[config.mk]
export PLATFORM = sky130hd
export DESIGN_NAME = synonym_value_store
export DESIGN_NICKNAME = d
export VERILOG_FILES = /design/src/rtl/svf_pkg.sv /design/src/rtl/svf_value_file.sv /design/src/rtl/svf_rename_map.sv /design/src/rtl/synonym_value_store.sv
export SDC_FILE = /design/constraint.sdc
export NUM_CORES = 1
export LEC_CHECK = 0
export ABC_CLOCK_PERIOD_IN_PS = 14700
export BUFFER_PORTS_ARGS = -buffer_cell sky130_fd_sc_hd__buf_4
export CORE_MARGIN = 1
export CORE_UTILIZATION = 46
export CTS_CLUSTER_DIAMETER = 50
export DETAILED_ROUTE_END_ITERATION = 8
export HOLD_SLACK_MARGIN = 0.08
export SYNTH_ARGS = -nofsm -noshare
export SYNTH_HDL_FRONTEND = slang
export SYNTH_SLANG_ARGS = --single-unit
[constraint.sdc]
create_clock -name clk -period 14.7 [get_ports clk]
set_clock_uncertainty 0.05 [all_clocks]
set_input_delay 2.94 -clock clk [delete_from_list [all_inputs] [get_ports clk]]
set_output_delay 2.94 -clock clk [all_outputs]
set_load 0.02 [all_outputs]
[src/rtl/svf_pkg.sv]
package svf_pkg;
    typedef enum logic [1:0] {
        LK_NONE  = 2'd0,
        LK_VALUE = 2'd1,
        LK_REG   = 2'd2
    } lk_kind_e;
endpackage

[src/rtl/svf_value_file.sv]
module svf_value_file #(
    parameter int SYN_W  = 6,
    parameter int SET_W  = 2,
    parameter int DATA_W = 16
) (
    input  logic              clk,
    input  logic              rst_n,
    input  logic              alloc_valid,
    input  logic [SYN_W-1:0]  alloc_syn,
    input  logic              wr_valid,
    input  logic [SYN_W-1:0]  wr_syn,
    input  logic [DATA_W-1:0] wr_data,
    input  logic [SYN_W-1:0]  rd_syn,
    output logic              wr_hit,
    output logic              rd_full,
    output logic [DATA_W-1:0] rd_data
);
    localparam int SETS  = 1 << SET_W;
    localparam int TAG_W = SYN_W - SET_W;
    localparam int WAYS  = 2;

    typedef struct packed {
        logic              vld;
        logic              full;
        logic [TAG_W-1:0]  tag;
        logic [DATA_W-1:0] data;
    } line_t;

    typedef struct packed {
        line_t [SETS-1:0][WAYS-1:0] line;
        logic  [SETS-1:0]           victim;
    } vf_t;

    vf_t st_d, st_q;

    logic [SET_W-1:0] a_set, w_set, r_set;
    logic [TAG_W-1:0] a_tag, w_tag, r_tag;
    logic [WAYS-1:0]  a_match, w_match, r_match;
    logic             a_way;

    always_comb begin
        a_set = alloc_syn[SET_W-1:0];
        a_tag = alloc_syn[SYN_W-1:SET_W];
        w_set = wr_syn[SET_W-1:0];
        w_tag = wr_syn[SYN_W-1:SET_W];
        r_set = rd_syn[SET_W-1:0];
        r_tag = rd_syn[SYN_W-1:SET_W];
        st_d  = st_q;

        // allocation: resident way, then free way, then victim
        for (int w = 0; w < WAYS; w++)
            a_match[w] = st_q.line[a_set][w].vld && (st_q.line[a_set][w].tag == a_tag);
        if (a_match[0])                       a_way = 1'b0;
        else if (a_match[1])                  a_way = 1'b1;
        else if (!st_q.line[a_set][0].vld)    a_way = 1'b0;
        else if (!st_q.line[a_set][1].vld)    a_way = 1'b1;
        else                                  a_way = st_q.victim[a_set];
        if (alloc_valid) begin
            st_d.line[a_set][a_way] = '{vld: 1'b1, full: 1'b0, tag: a_tag, data: '0};
            st_d.victim[a_set]      = ~a_way;
        end

        // value write sees the post-allocation view
        for (int w = 0; w < WAYS; w++)
            w_match[w] = st_d.line[w_set][w].vld && (st_d.line[w_set][w].tag == w_tag);
        wr_hit = wr_valid && (|w_match);
        for (int w = 0; w < WAYS; w++) begin
            if (wr_valid && w_match[w]) begin
                st_d.line[w_set][w].full = 1'b1;
                st_d.line[w_set][w].data = wr_data;
            end
        end

        // read from registered state
        rd_full = 1'b0;
        rd_data = '0;
        for (int w = 0; w < WAYS; w++) begin
            r_match[w] = st_q.line[r_set][w].vld && (st_q.line[r_set][w].tag == r_tag);
            if (r_match[w] && st_q.line[r_set][w].full) begin
                rd_full = 1'b1;
                rd_data = st_q.line[r_set][w].data;
            end
        end
    end

    always_ff @(posedge clk) begin
        if (!rst_n) st_q <= '0;
        else        st_q <= st_d;
    end

    // ---------------- assertions ----------------
    function automatic logic [DATA_W+1:0] probe(input vf_t s, input logic [SYN_W-1:0] syn);
        logic [DATA_W+1:0] r;
        r = '0;
        for (int w = 0; w < WAYS; w++) begin
            if (s.line[syn[SET_W-1:0]][w].vld && s.line[syn[SET_W-1:0]][w].tag == syn[SYN_W-1:SET_W])
                r = {1'b1, s.line[syn[SET_W-1:0]][w].full, s.line[syn[SET_W-1:0]][w].data};
        end
        return r;
    endfunction

    logic              pa_chk_q, pw_chk_q;
    logic [SYN_W-1:0]  pa_syn_q, pw_syn_q;
    logic [DATA_W-1:0] pw_data_q;
    logic [DATA_W+1:0] pa_probe, pw_probe;

    always_ff @(posedge clk) begin
        if (!rst_n) begin
            pa_chk_q  <= 1'b0;
            pw_chk_q  <= 1'b0;
            pa_syn_q  <= '0;
            pw_syn_q  <= '0;
            pw_data_q <= '0;
        end else begin
            pa_chk_q  <= alloc_valid && !(wr_valid && wr_syn == alloc_syn);
            pa_syn_q  <= alloc_syn;
            pw_chk_q  <= wr_hit;
            pw_syn_q  <= wr_syn;
            pw_data_q <= wr_data;
        end
    end

    always_comb begin
        pa_probe = probe(st_q, pa_syn_q);
        pw_probe = probe(st_q, pw_syn_q);
    end

    a_r2_alloc_leaves_empty: assert property (@(posedge clk) disable iff (!rst_n)
        pa_chk_q |-> (pa_probe[DATA_W+1] && !pa_probe[DATA_W]));

    a_r3_write_fills: assert property (@(posedge clk) disable iff (!rst_n)
        pw_chk_q |-> (pw_probe[DATA_W+1] && pw_probe[DATA_W] && pw_probe[DATA_W-1:0] == pw_data_q));

    for (genvar s = 0; s < SETS; s++) begin : g_set_chk
        a_r4_one_way_per_tag: assert property (@(posedge clk) disable iff (!rst_n)
            !(st_q.line[s][0].vld && st_q.line[s][1].vld && st_q.line[s][0].tag == st_q.line[s][1].tag));
    end
endmodule

[src/rtl/svf_rename_map.sv]
module svf_rename_map #(
    parameter int SYN_W  = 6,
    parameter int PREG_W = 6,
    parameter int MAP_N  = 4
) (
    input  logic              clk,
    input  logic              rst_n,
    input  logic              alloc_valid,
    input  logic [SYN_W-1:0]  alloc_syn,
    input  logic [PREG_W-1:0] alloc_preg,
    input  logic              cmt_valid,
    input  logic [SYN_W-1:0]  cmt_syn,
    input  logic [PREG_W-1:0] cmt_preg,
    input  logic [SYN_W-1:0]  rd_syn,
    output logic              rd_hit,
    output logic [PREG_W-1:0] rd_preg
);
    localparam int IDX_W = (MAP_N > 1) ? $clog2(MAP_N) : 1;

    typedef struct packed {
        logic              vld;
        logic [SYN_W-1:0]  syn;
        logic [PREG_W-1:0] preg;
    } ent_t;

    typedef struct packed {
        ent_t [MAP_N-1:0] ent;
    } rm_t;

    rm_t st_d, st_q;

    logic             same_found, free_found;
    logic [IDX_W-1:0] same_idx, free_idx;

    always_comb begin
        st_d = st_q;

        // commit first: only an exact synonym/register match is released
        for (int i = 0; i < MAP_N; i++) begin
            if (cmt_valid && st_d.ent[i].vld && st_d.ent[i].syn == cmt_syn &&
                st_d.ent[i].preg == cmt_preg)
                st_d.ent[i].vld = 1'b0;
        end

        same_found = 1'b0;
        same_idx   = '0;
        free_found = 1'b0;
        free_idx   = '0;
        for (int i = 0; i < MAP_N; i++) begin
            if (st_d.ent[i].vld && st_d.ent[i].syn == alloc_syn && !same_found) begin
                same_found = 1'b1;
                same_idx   = IDX_W'(i);
            end
            if (!st_d.ent[i].vld && !free_found) begin
                free_found = 1'b1;
                free_idx   = IDX_W'(i);
            end
        end
        if (alloc_valid) begin
            if (same_found)
                st_d.ent[same_idx].preg = alloc_preg;
            else if (free_found)
                st_d.ent[free_idx] = '{vld: 1'b1, syn: alloc_syn, preg: alloc_preg};
        end

        rd_hit  = 1'b0;
        rd_preg = '0;
        for (int i = 0; i < MAP_N; i++) begin
            if (st_q.ent[i].vld && st_q.ent[i].syn == rd_syn) begin
                rd_hit  = 1'b1;
                rd_preg = st_q.ent[i].preg;
            end
        end
    end

    always_ff @(posedge clk) begin
        if (!rst_n) st_q <= '0;
        else        st_q <= st_d;
    end

    // ---------------- assertions ----------------
    logic              pc_chk_q;
    logic [SYN_W-1:0]  pc_syn_q;
    logic [PREG_W-1:0] pc_preg_q;
    logic              pc_left;

    always_ff @(posedge clk) begin
        if (!rst_n) begin
            pc_chk_q  <= 1'b0;
            pc_syn_q  <= '0;
            pc_preg_q <= '0;
        end else begin
            pc_chk_q  <= cmt_valid && !(alloc_valid && alloc_syn == cmt_syn);
            pc_syn_q  <= cmt_syn;
            pc_preg_q <= cmt_preg;
        end
    end

    always_comb begin
        pc_left = 1'b0;
        for (int i = 0; i < MAP_N; i++)
            if (st_q.ent[i].vld && st_q.ent[i].syn == pc_syn_q && st_q.ent[i].preg == pc_preg_q)
                pc_left = 1'b1;
    end

    a_r7_commit_releases: assert property (@(posedge clk) disable iff (!rst_n)
        pc_chk_q |-> !pc_left);

    for (genvar i = 0; i < MAP_N; i++) begin : g_ua
        for (genvar j = i + 1; j < MAP_N; j++) begin : g_ub
            a_r5_single_mapping: assert property (@(posedge clk) disable iff (!rst_n)
                !(st_q.ent[i].vld && st_q.ent[j].vld && st_q.ent[i].syn == st_q.ent[j].syn));
        end
    end
endmodule

[src/rtl/synonym_value_store.sv]
module synonym_value_store #(
    parameter int SYN_W  = 6,
    parameter int SET_W  = 2,
    parameter int DATA_W = 16,
    parameter int PREG_W = 6,
    parameter int MAP_N  = 4
) (
    input  logic              clk,
    input  logic              rst_n,
    input  logic              prod_alloc,
    input  logic [SYN_W-1:0]  prod_syn,
    input  logic              prod_has_reg,
    input  logic [PREG_W-1:0] prod_preg,
    input  logic              prod_wr,
    input  logic [SYN_W-1:0]  prod_wr_syn,
    input  logic [DATA_W-1:0] prod_wr_data,
    input  logic              prod_commit,
    input  logic [SYN_W-1:0]  prod_cmt_syn,
    input  logic [PREG_W-1:0] prod_cmt_preg,
    input  logic              cons_req,
    input  logic [SYN_W-1:0]  cons_syn,
    output logic [1:0]        cons_kind,
    output logic [DATA_W-1:0] cons_data,
    output logic [PREG_W-1:0] cons_preg
);
    import svf_pkg::*;

    logic              vf_wr_hit, vf_full, map_hit;
    logic [DATA_W-1:0] vf_data;
    logic [PREG_W-1:0] map_preg;
    logic              fwd;
    lk_kind_e          kind_c;

    svf_value_file #(.SYN_W(SYN_W), .SET_W(SET_W), .DATA_W(DATA_W)) u_vf (
        .clk         (clk),
        .rst_n       (rst_n),
        .alloc_valid (prod_alloc),
        .alloc_syn   (prod_syn),
        .wr_valid    (prod_wr),
        .wr_syn      (prod_wr_syn),
        .wr_data     (prod_wr_data),
        .rd_syn      (cons_syn),
        .wr_hit      (vf_wr_hit),
        .rd_full     (vf_full),
        .rd_data     (vf_data)
    );

    svf_rename_map #(.SYN_W(SYN_W), .PREG_W(PREG_W), .MAP_N(MAP_N)) u_map (
        .clk         (clk),
        .rst_n       (rst_n),
        .alloc_valid (prod_alloc && prod_has_reg),
        .alloc_syn   (prod_syn),
        .alloc_preg  (prod_preg),
        .cmt_valid   (prod_commit),
        .cmt_syn     (prod_cmt_syn),
        .cmt_preg    (prod_cmt_preg),
        .rd_syn      (cons_syn),
        .rd_hit      (map_hit),
        .rd_preg     (map_preg)
    );

    always_comb begin
        fwd       = vf_wr_hit && (prod_wr_syn == cons_syn);
        kind_c    = LK_NONE;
        cons_data = '0;
        cons_preg = '0;
        if (cons_req) begin
            if (map_hit) begin
                kind_c    = LK_REG;
                cons_preg = map_preg;
            end else if (fwd) begin
                kind_c    = LK_VALUE;
                cons_data = prod_wr_data;
            end else if (vf_full) begin
                kind_c    = LK_VALUE;
                cons_data = vf_data;
            end
        end
        cons_kind = kind_c;
    end
endmodule

==> flow_metrics.py, run 1 <==
metrics = {
    "grt": {
        "antenna_found_initial": 0,
        "grt_max_degree": 111,
        "grt_pass1_vias": 11000,
        "grt_usage_pct": 28.8,
        "grt_pass1_wl_um": 64800,
        "overflow": 0,
    },
    "clock_network": {
        "cts_buffers": 29,
        "cts_root_buf": "clkbuf_16",
        "cts_resized": 0,
        "hold_buffers": 0,
        "worstSkewPairLatency_ns": 0.56,
        "cts_tree": "done",
        "cts.sinks": 232,
        "htreeDepth": 1,
        "postCtsSetupBuffers": 0,
        "clk_pin_slew_worst_paths_ns": 0.06,
        "cts_buffer_depth": 3,
    },
    "worst_setup_path": {
        "rr_worst_depth": 10,
        "cp-start-kind": "input port",
        "cp.required_ns": 11.71,
        "cp-endpoint": "cons_data[4]",
        "r2r_setup_slack_ns": 10.25,
        "startpoint": "prod_syn[0]",
        "rr_startpoint": "u_vf.st_q[174]",
        "rr_endpoint": "u_vf.st_q[33]",
        "cp.arrival_ns": 7.90,
        "crit_type": "input port to output pin",
        "cp-end-kind": "output pin",
        "path_max_fanout": 65,
    },
    "yosys": {
        "synth_cell_types": 67,
        "synth_area_mm2": 0.0130,
        "synth_edf_count": 0,
        "async_flop_share_pct": 0,
        "synthCells": 1409,
        "yosysTopAreaCell": "dfxtp_1",
        "synth_ff_type": "dfxtp_1",
        "synth_warnings": 0,
        "synth_top_area_share_pct": 35.7,
        "syn_nets": 1468,
        "ys_ff_latch": 232,
        "synth.yosys.seq_area_share_pct": 35.7,
        "synth.area.top_cells": "dfxtp_1 (36%), mux2i_1 (8.7%), mux4_2 (8.3%), xnor2_1 (5.9%), nor2_1 (4.7%)",
        "syn_avg_cell_area_um2": 9.22,
    },
    "floorplanning": {
        "dieArea_mm2": 0.0289,
        "pin_count": 83,
        "die_w_um": 170,
        "start_util_pct": 46.8,
        "core_mm2": 0.0278,
        "num_rows": 61,
        "die_h_um": 170,
    },
    "sta": {
        "rsz0062_at_grt": "false",
        "period_needed_ns": 10.89,
        "setup_violations": 0,
        "hold_violations": 0,
        "fmax_mhz": 91.8,
        "report.final.slew_viol_count": 0,
        "timing.final.crit_share_pct": 74.1,
        "relSlewSlack_pct": 18.4,
        "tns_ns": 0,
        "tightest_slew_ns": 1.22,
    },
    "job": {
        "max-cap-violations": 0,
    },
    "route": {
        "dr.pass1.iters": 5,
        "vias": 11200,
        "ant_nets": 0,
        "drt-initial-drc-count": 1162,
        "wl_um": 41800,
        "wl_per_cell_um": 23.1,
        "drc": 0,
        "vias_per_cell": 6.19,
    },
    "final_layout": {
        "final_area_mm2": 0.0148,
        "antenna_cells": 0,
        "utilization_pct": 53.3,
        "drive_gt1_share_pct": 18.5,
        "finalNetCount": 1466,
        "area_growth_pct": 14.0,
        "fin_cells": 1808,
    },
    "placed_design": {
        "portBuffers": 82,
        "place.gp.congestion": 0.897,
        "dpl-instance-area_mm2": 0.0138,
        "hpwl_um": 26000,
        "placed_cells_incl_taps": 1754,
    },
    "power": {
        "ir_drop_mv": 0.0940,
        "cellLeakagePower_nw": 5.27,
        "power_density_mw_per_mm2": 106,
    },
    "worst_hold_path": {
        "worstHoldPathType": "flop to flop",
    },
    "status": {
        "status": "finished clean",
    },
}
## power breakdown
group / leakage, nW / switching, mW / total [mW] / internal (mW)
registers: 1.87 / 0.00764 / 0.644 / 0.636
clock network: 0.511 / 0.299 / 0.763 / 0.464
logic: 2.89 / 0.108 / 0.164 / 0.0554
## worst max-delay path: stages
cell and delay, ns:
buf_4 0.31, mux4_2 0.57, xnor2_1 0.21, o2111ai_1 0.37, a21oi_4 0.22, buf_4 0.51
o32ai_1 0.19, o31ai_1 0.27, nand4_1 0.17, or4_4 0.88, a2111oi_4 0.44, buf_4 0.33
mux2i_1 0.26, buf_4 0.17
## placed cells by master (no fill, tap or decap), drive strengths merged, types with 5 or more instances in the layout
cell,count
nand2b,8
o221ai,48
a21oi,94
clkinv,8
xnor2,88
a211oi,12
and2,10
mux2,21
o21ai,27
clkbuf,37
nor3,21
dfxtp,232
nand2,47
a221oi,6
a22o,63
nor2b,27
nand4,20
mux2i,113
nand3,92
nor4,11
mux4,48
and3,5
xor2,42
inv,19
buf,113
nor2,163
## logic make-up (layout without fill, tap and decap cells)
family                    count (synthesis)  after routing  synth area share [%]
AOI/OAI and AO/OA                       285            285                  16.2
DFF                                     232            232                  35.7
xor gates and xnor gates                130            130                  8.76
muxes                                   182            182                  18.9
and+or+nand+nor                         419            419                  15.4
buffers and inverters                   161            182                  4.99
## how the worst min path moves through the flow
| stage | from | endpoint | slack (ns) | cells after the start |
|---|---|---|---|---|
| after global placement | u_vf.st_q[79] | u_vf.st_q[79] | 0.40 | 1 |
| after CTS | u_vf.st_q[78] | u_vf.st_q[78] | 0.42 | 1 |
| after detailed placement | u_vf.st_q[82] | u_vf.st_q[82] | 0.40 | 1 |
| final | u_vf.st_q[134] | u_vf.st_q[134] | 0.43 | 2 |
| after global routing | u_vf.st_q[171] | u_vf.st_q[171] | 0.44 | 1 |
| after floorplan | flop | flop | 0.38 | 2 |
## through the flow
step	hold WS, ns	power [mW]	worst slack (ns)
after detailed placement	0.403	0.818	3.85
after global placement	0.401	0.817	3.99
after global routing	0.439	1.62	3.55
final	0.425	1.57	3.81
after floorplan	0.385	0.763	4.85
after CTS	0.423	1.58	3.86
## layer usage
layer  global-route usage, %  up-vias  part of all wire [%]
met4                    11.4        0                   3.5
met3                    4.26       94                   7.0
li1                        -     5130                     -
met5                       0        -                     0
met2                    46.4      466                    46
met1                    38.8     5498                    43
## synth_stat cells (13+ instances only)
cell type / count
nor2b_1: 27
dfxtp_1: 232
clkbuf_1: 126
xor2_1: 42
nor3_1: 18
mux2_2: 20
inv_1: 13
o221ai_1: 48
a22o_1: 63
o21ai_0: 25
a21oi_1: 94
nor2_1: 163
mux2i_1: 113
nand3_1: 92
mux4_2: 48
nand2_1: 47
nand4_1: 19
xnor2_1: 88
## final cells by class
type,instances,area [um^2]
clock buffers,37,806
clock inverters,17,235
fillers,2582,13000
inverters,15,58.8
multi-input cells,1016,7750
flip-flops and latches,232,4640
well taps,378,473
repair buffers,113,848
No activity file was read; power rests on OpenSTA's default activity.
==> inputs of run 2 (changes only) <==
ABC_CLOCK_PERIOD_IN_PS = 10450   (was 14700)
clock period = 10.45 ns   (was 14.7 ns; I/O delays follow)
==> run 2 against run 1 <==
Effect of this change:
- global-route usage up 0.55 points
- non-clock buffer count up 1
- hold slack worse by 0.0022 ns
- core utilization fell by 0.20 points
- wire length up 0.96%
- setup slack worse by 2.6 ns
- sequential cell count stayed put
- clock power is 34% higher
- sequential power grew 41%
- sequential share of layout area increased by 0.12 points
- total power is 37% higher
==> flow_metrics.py, run 2 (synthesis results as in run 1) <==
metrics = {
    "job": {
        "max-cap-violations": 0,
    },
    "final_layout": {
        "nFillCells": 2625,
        "area_growth_pct": 13.6,
        "finalNetCount": 1467,
        "seqCellArea_mm2": 0.00464,
        "utilization_pct": 53.1,
        "antenna_cells": 0,
        "layout_commonest_cell": "dfxtp_1",
        "multi_input_area_mm2": 0.00775,
        "mostFrequentLayoutCells": "dfxtp_1 (232), nor2_1 (161), buf_4 (114), mux2i_1 (113)",
        "drive_gt1_share_pct": 18.3,
    },
    "route": {
        "ant_nets": 0,
        "dr.pass1.iters": 7,
        "vias": 11200,
        "wl_per_cell_um": 23.3,
        "drc": 0,
        "wl_um": 42200,
        "drt-initial-drc-count": 1171,
        "vias_per_cell": 6.18,
    },
    "worst_setup_path": {
        "cp.depth": 15,
        "critical_path.cell_chain": "buf_4 -> mux4_2 -> xnor2_1 -> and3_1 -> o21a_1 -> o2bb2ai_2 -> buf_4 -> o32ai_1 -> o31ai_1 -> nand4_1 -> or4_4 -> a2111oi_4 -> buf_4 -> mux2i_1 -> buf_4",
        "crit_type": "input port to output pin",
        "crit_path_frequent_cell": "buf_4",
        "rr_worst_depth": 12,
        "crit_path_top_delay_cell": "or4_4",
        "crit_buf_inv": 4,
        "cpPeakStageDelay_ns": 0.89,
        "cp.required_ns": 8.31,
        "cp.arrival_ns": 7.05,
        "cp-end-kind": "output pin",
        "cp-start-kind": "input port",
        "path_max_fanout": 65,
        "cp_top_family": "compound AO/OA/AOI/OAI gates",
    },
    "grt": {
        "grt_pass1_vias": 11000,
        "grt_max_degree": 87,
        "grt_usage_pct": 29.4,
        "overflow": 0,
        "antenna_found_initial": 0,
        "grt_pass1_wl_um": 65400,
    },
    "clock_network": {
        "cts_resized": 0,
        "htreeDepth": 1,
        "clk_pin_slew_worst_paths_ns": 0.06,
        "cts_tree": "done",
        "cts_root_buf": "clkbuf_16",
        "cts_buffers": 29,
        "postCtsSetupBuffers": 0,
        "cts.sinks": 232,
        "hold_buffers": 0,
        "worstSkewPairLatency_ns": 0.56,
        "cts_buffer_depth": 3,
    },
    "floorplanning": {
        "pin_count": 83,
        "die_h_um": 170,
        "num_rows": 61,
        "die_w_um": 170,
        "core_mm2": 0.0278,
        "start_util_pct": 46.8,
        "dieArea_mm2": 0.0289,
    },
    "placed_design": {
        "pre_cts_ws_ns": 1.30,
        "portBuffers": 82,
        "place.gp.congestion": 0.899,
        "hpwl_um": 25900,
    },
    "sta": {
        "period_needed_ns": 9.19,
        "timing.final.crit_share_pct": 88.0,
        "fin_ws_ns": 1.26,
        "relSlewSlack_pct": 22.7,
        "setup_violations": 0,
        "hold_violations": 0,
        "tightest_slew_ns": 1.16,
        "tns_ns": 0,
        "report.final.slew_viol_count": 0,
        "rsz0062_at_grt": "false",
        "fmax_mhz": 109,
    },
    "power": {
        "power_density_mw_per_mm2": 146,
        "cellLeakagePower_nw": 5.24,
        "ir_drop_mv": 0.119,
        "total_power_mw": 2.15,
    },
    "status": {
        "status": "finished clean",
    },
    "worst_hold_path": {
        "worstHoldPathType": "flop to flop",
        "min_path_cells": 1,
    },
}
run 2: cell types whose count changed in the layout (fill, tap and decap cells not counted), sizes merged:
cell | before | now
clkbuf | 37 | 41
clkinv | 8 | 7
buf | 113 | 114
inv | 19 | 17
clkinvlp | 1 | 2
bufinv | 4 | 2
run 2: cell type report:
type / instances / area share, %
inverter: 15 / 0.398
clock inverter: 13 / 0.992
tap: 378 / 3.20
sequential: 232 / 31.5
multi-input combinational: 1016 / 52.5
timing repair buffer: 114 / 5.80
clock buffer: 41 / 5.63
run 2: worst paths after layout:
| kind | start | slack, ns | endpoint |
|---|---|---|---|
| worst min register to register | u_vf.st_q[79] | 0.42 | u_vf.st_q[79] |
| worst min-delay path | u_vf.st_q[79] | 0.42 | u_vf.st_q[79] |
| worst max-delay path | prod_syn[0] | 1.26 | cons_data[3] |
| worst max register to register | u_vf.st_q[153] | 5.99 | u_vf.st_q[102] |
run 2: worst reg2reg max path, stage by stage (launching register included):
cell and delay [ns]:
dfxtp_1 0.35, mux4_2 0.49, xnor2_1 0.13, and3_1 0.21, o21a_1 0.33, o2bb2ai_2 0.13, buf_4 0.39, mux2i_1 0.26
a21oi_1 0.09, nor4b_1 0.64, or4_4 0.78, o221ai_1 0.30, a21oi_1 0.21
run 2: routing by layer:
| layer | up-vias | global-route usage [%] | part of all wire (%) |
|---|---|---|---|
| met5 | - | 0 | 0 |
| met4 | 0 | 10.7 | 3.0 |
| met3 | 82 | 5.23 | 7.0 |
| met2 | 457 | 47.5 | 47 |
| met1 | 5528 | 39.1 | 43 |
| li1 | 5119 | - | - |
run 2: stage by stage:
step	std cells	hold WS, ns	area, um^2
after detailed placement	1755	0.400	13800
final	1809	0.423	14800
after floorplan	1409	0.385	13000
after global routing	1809	0.437	14800
after CTS	1809	0.422	14800
after global placement	1755	0.401	13800
run 2: power by group:
part	internal, mW	leakage (nW)	total [mW]	switching [mW]
sequential	0.895	1.87	0.905	0.0106
clock	0.606	0.474	1.02	0.410
combinational	0.0780	2.90	0.231	0.153
total	1.58	5.24	2.15	0.574
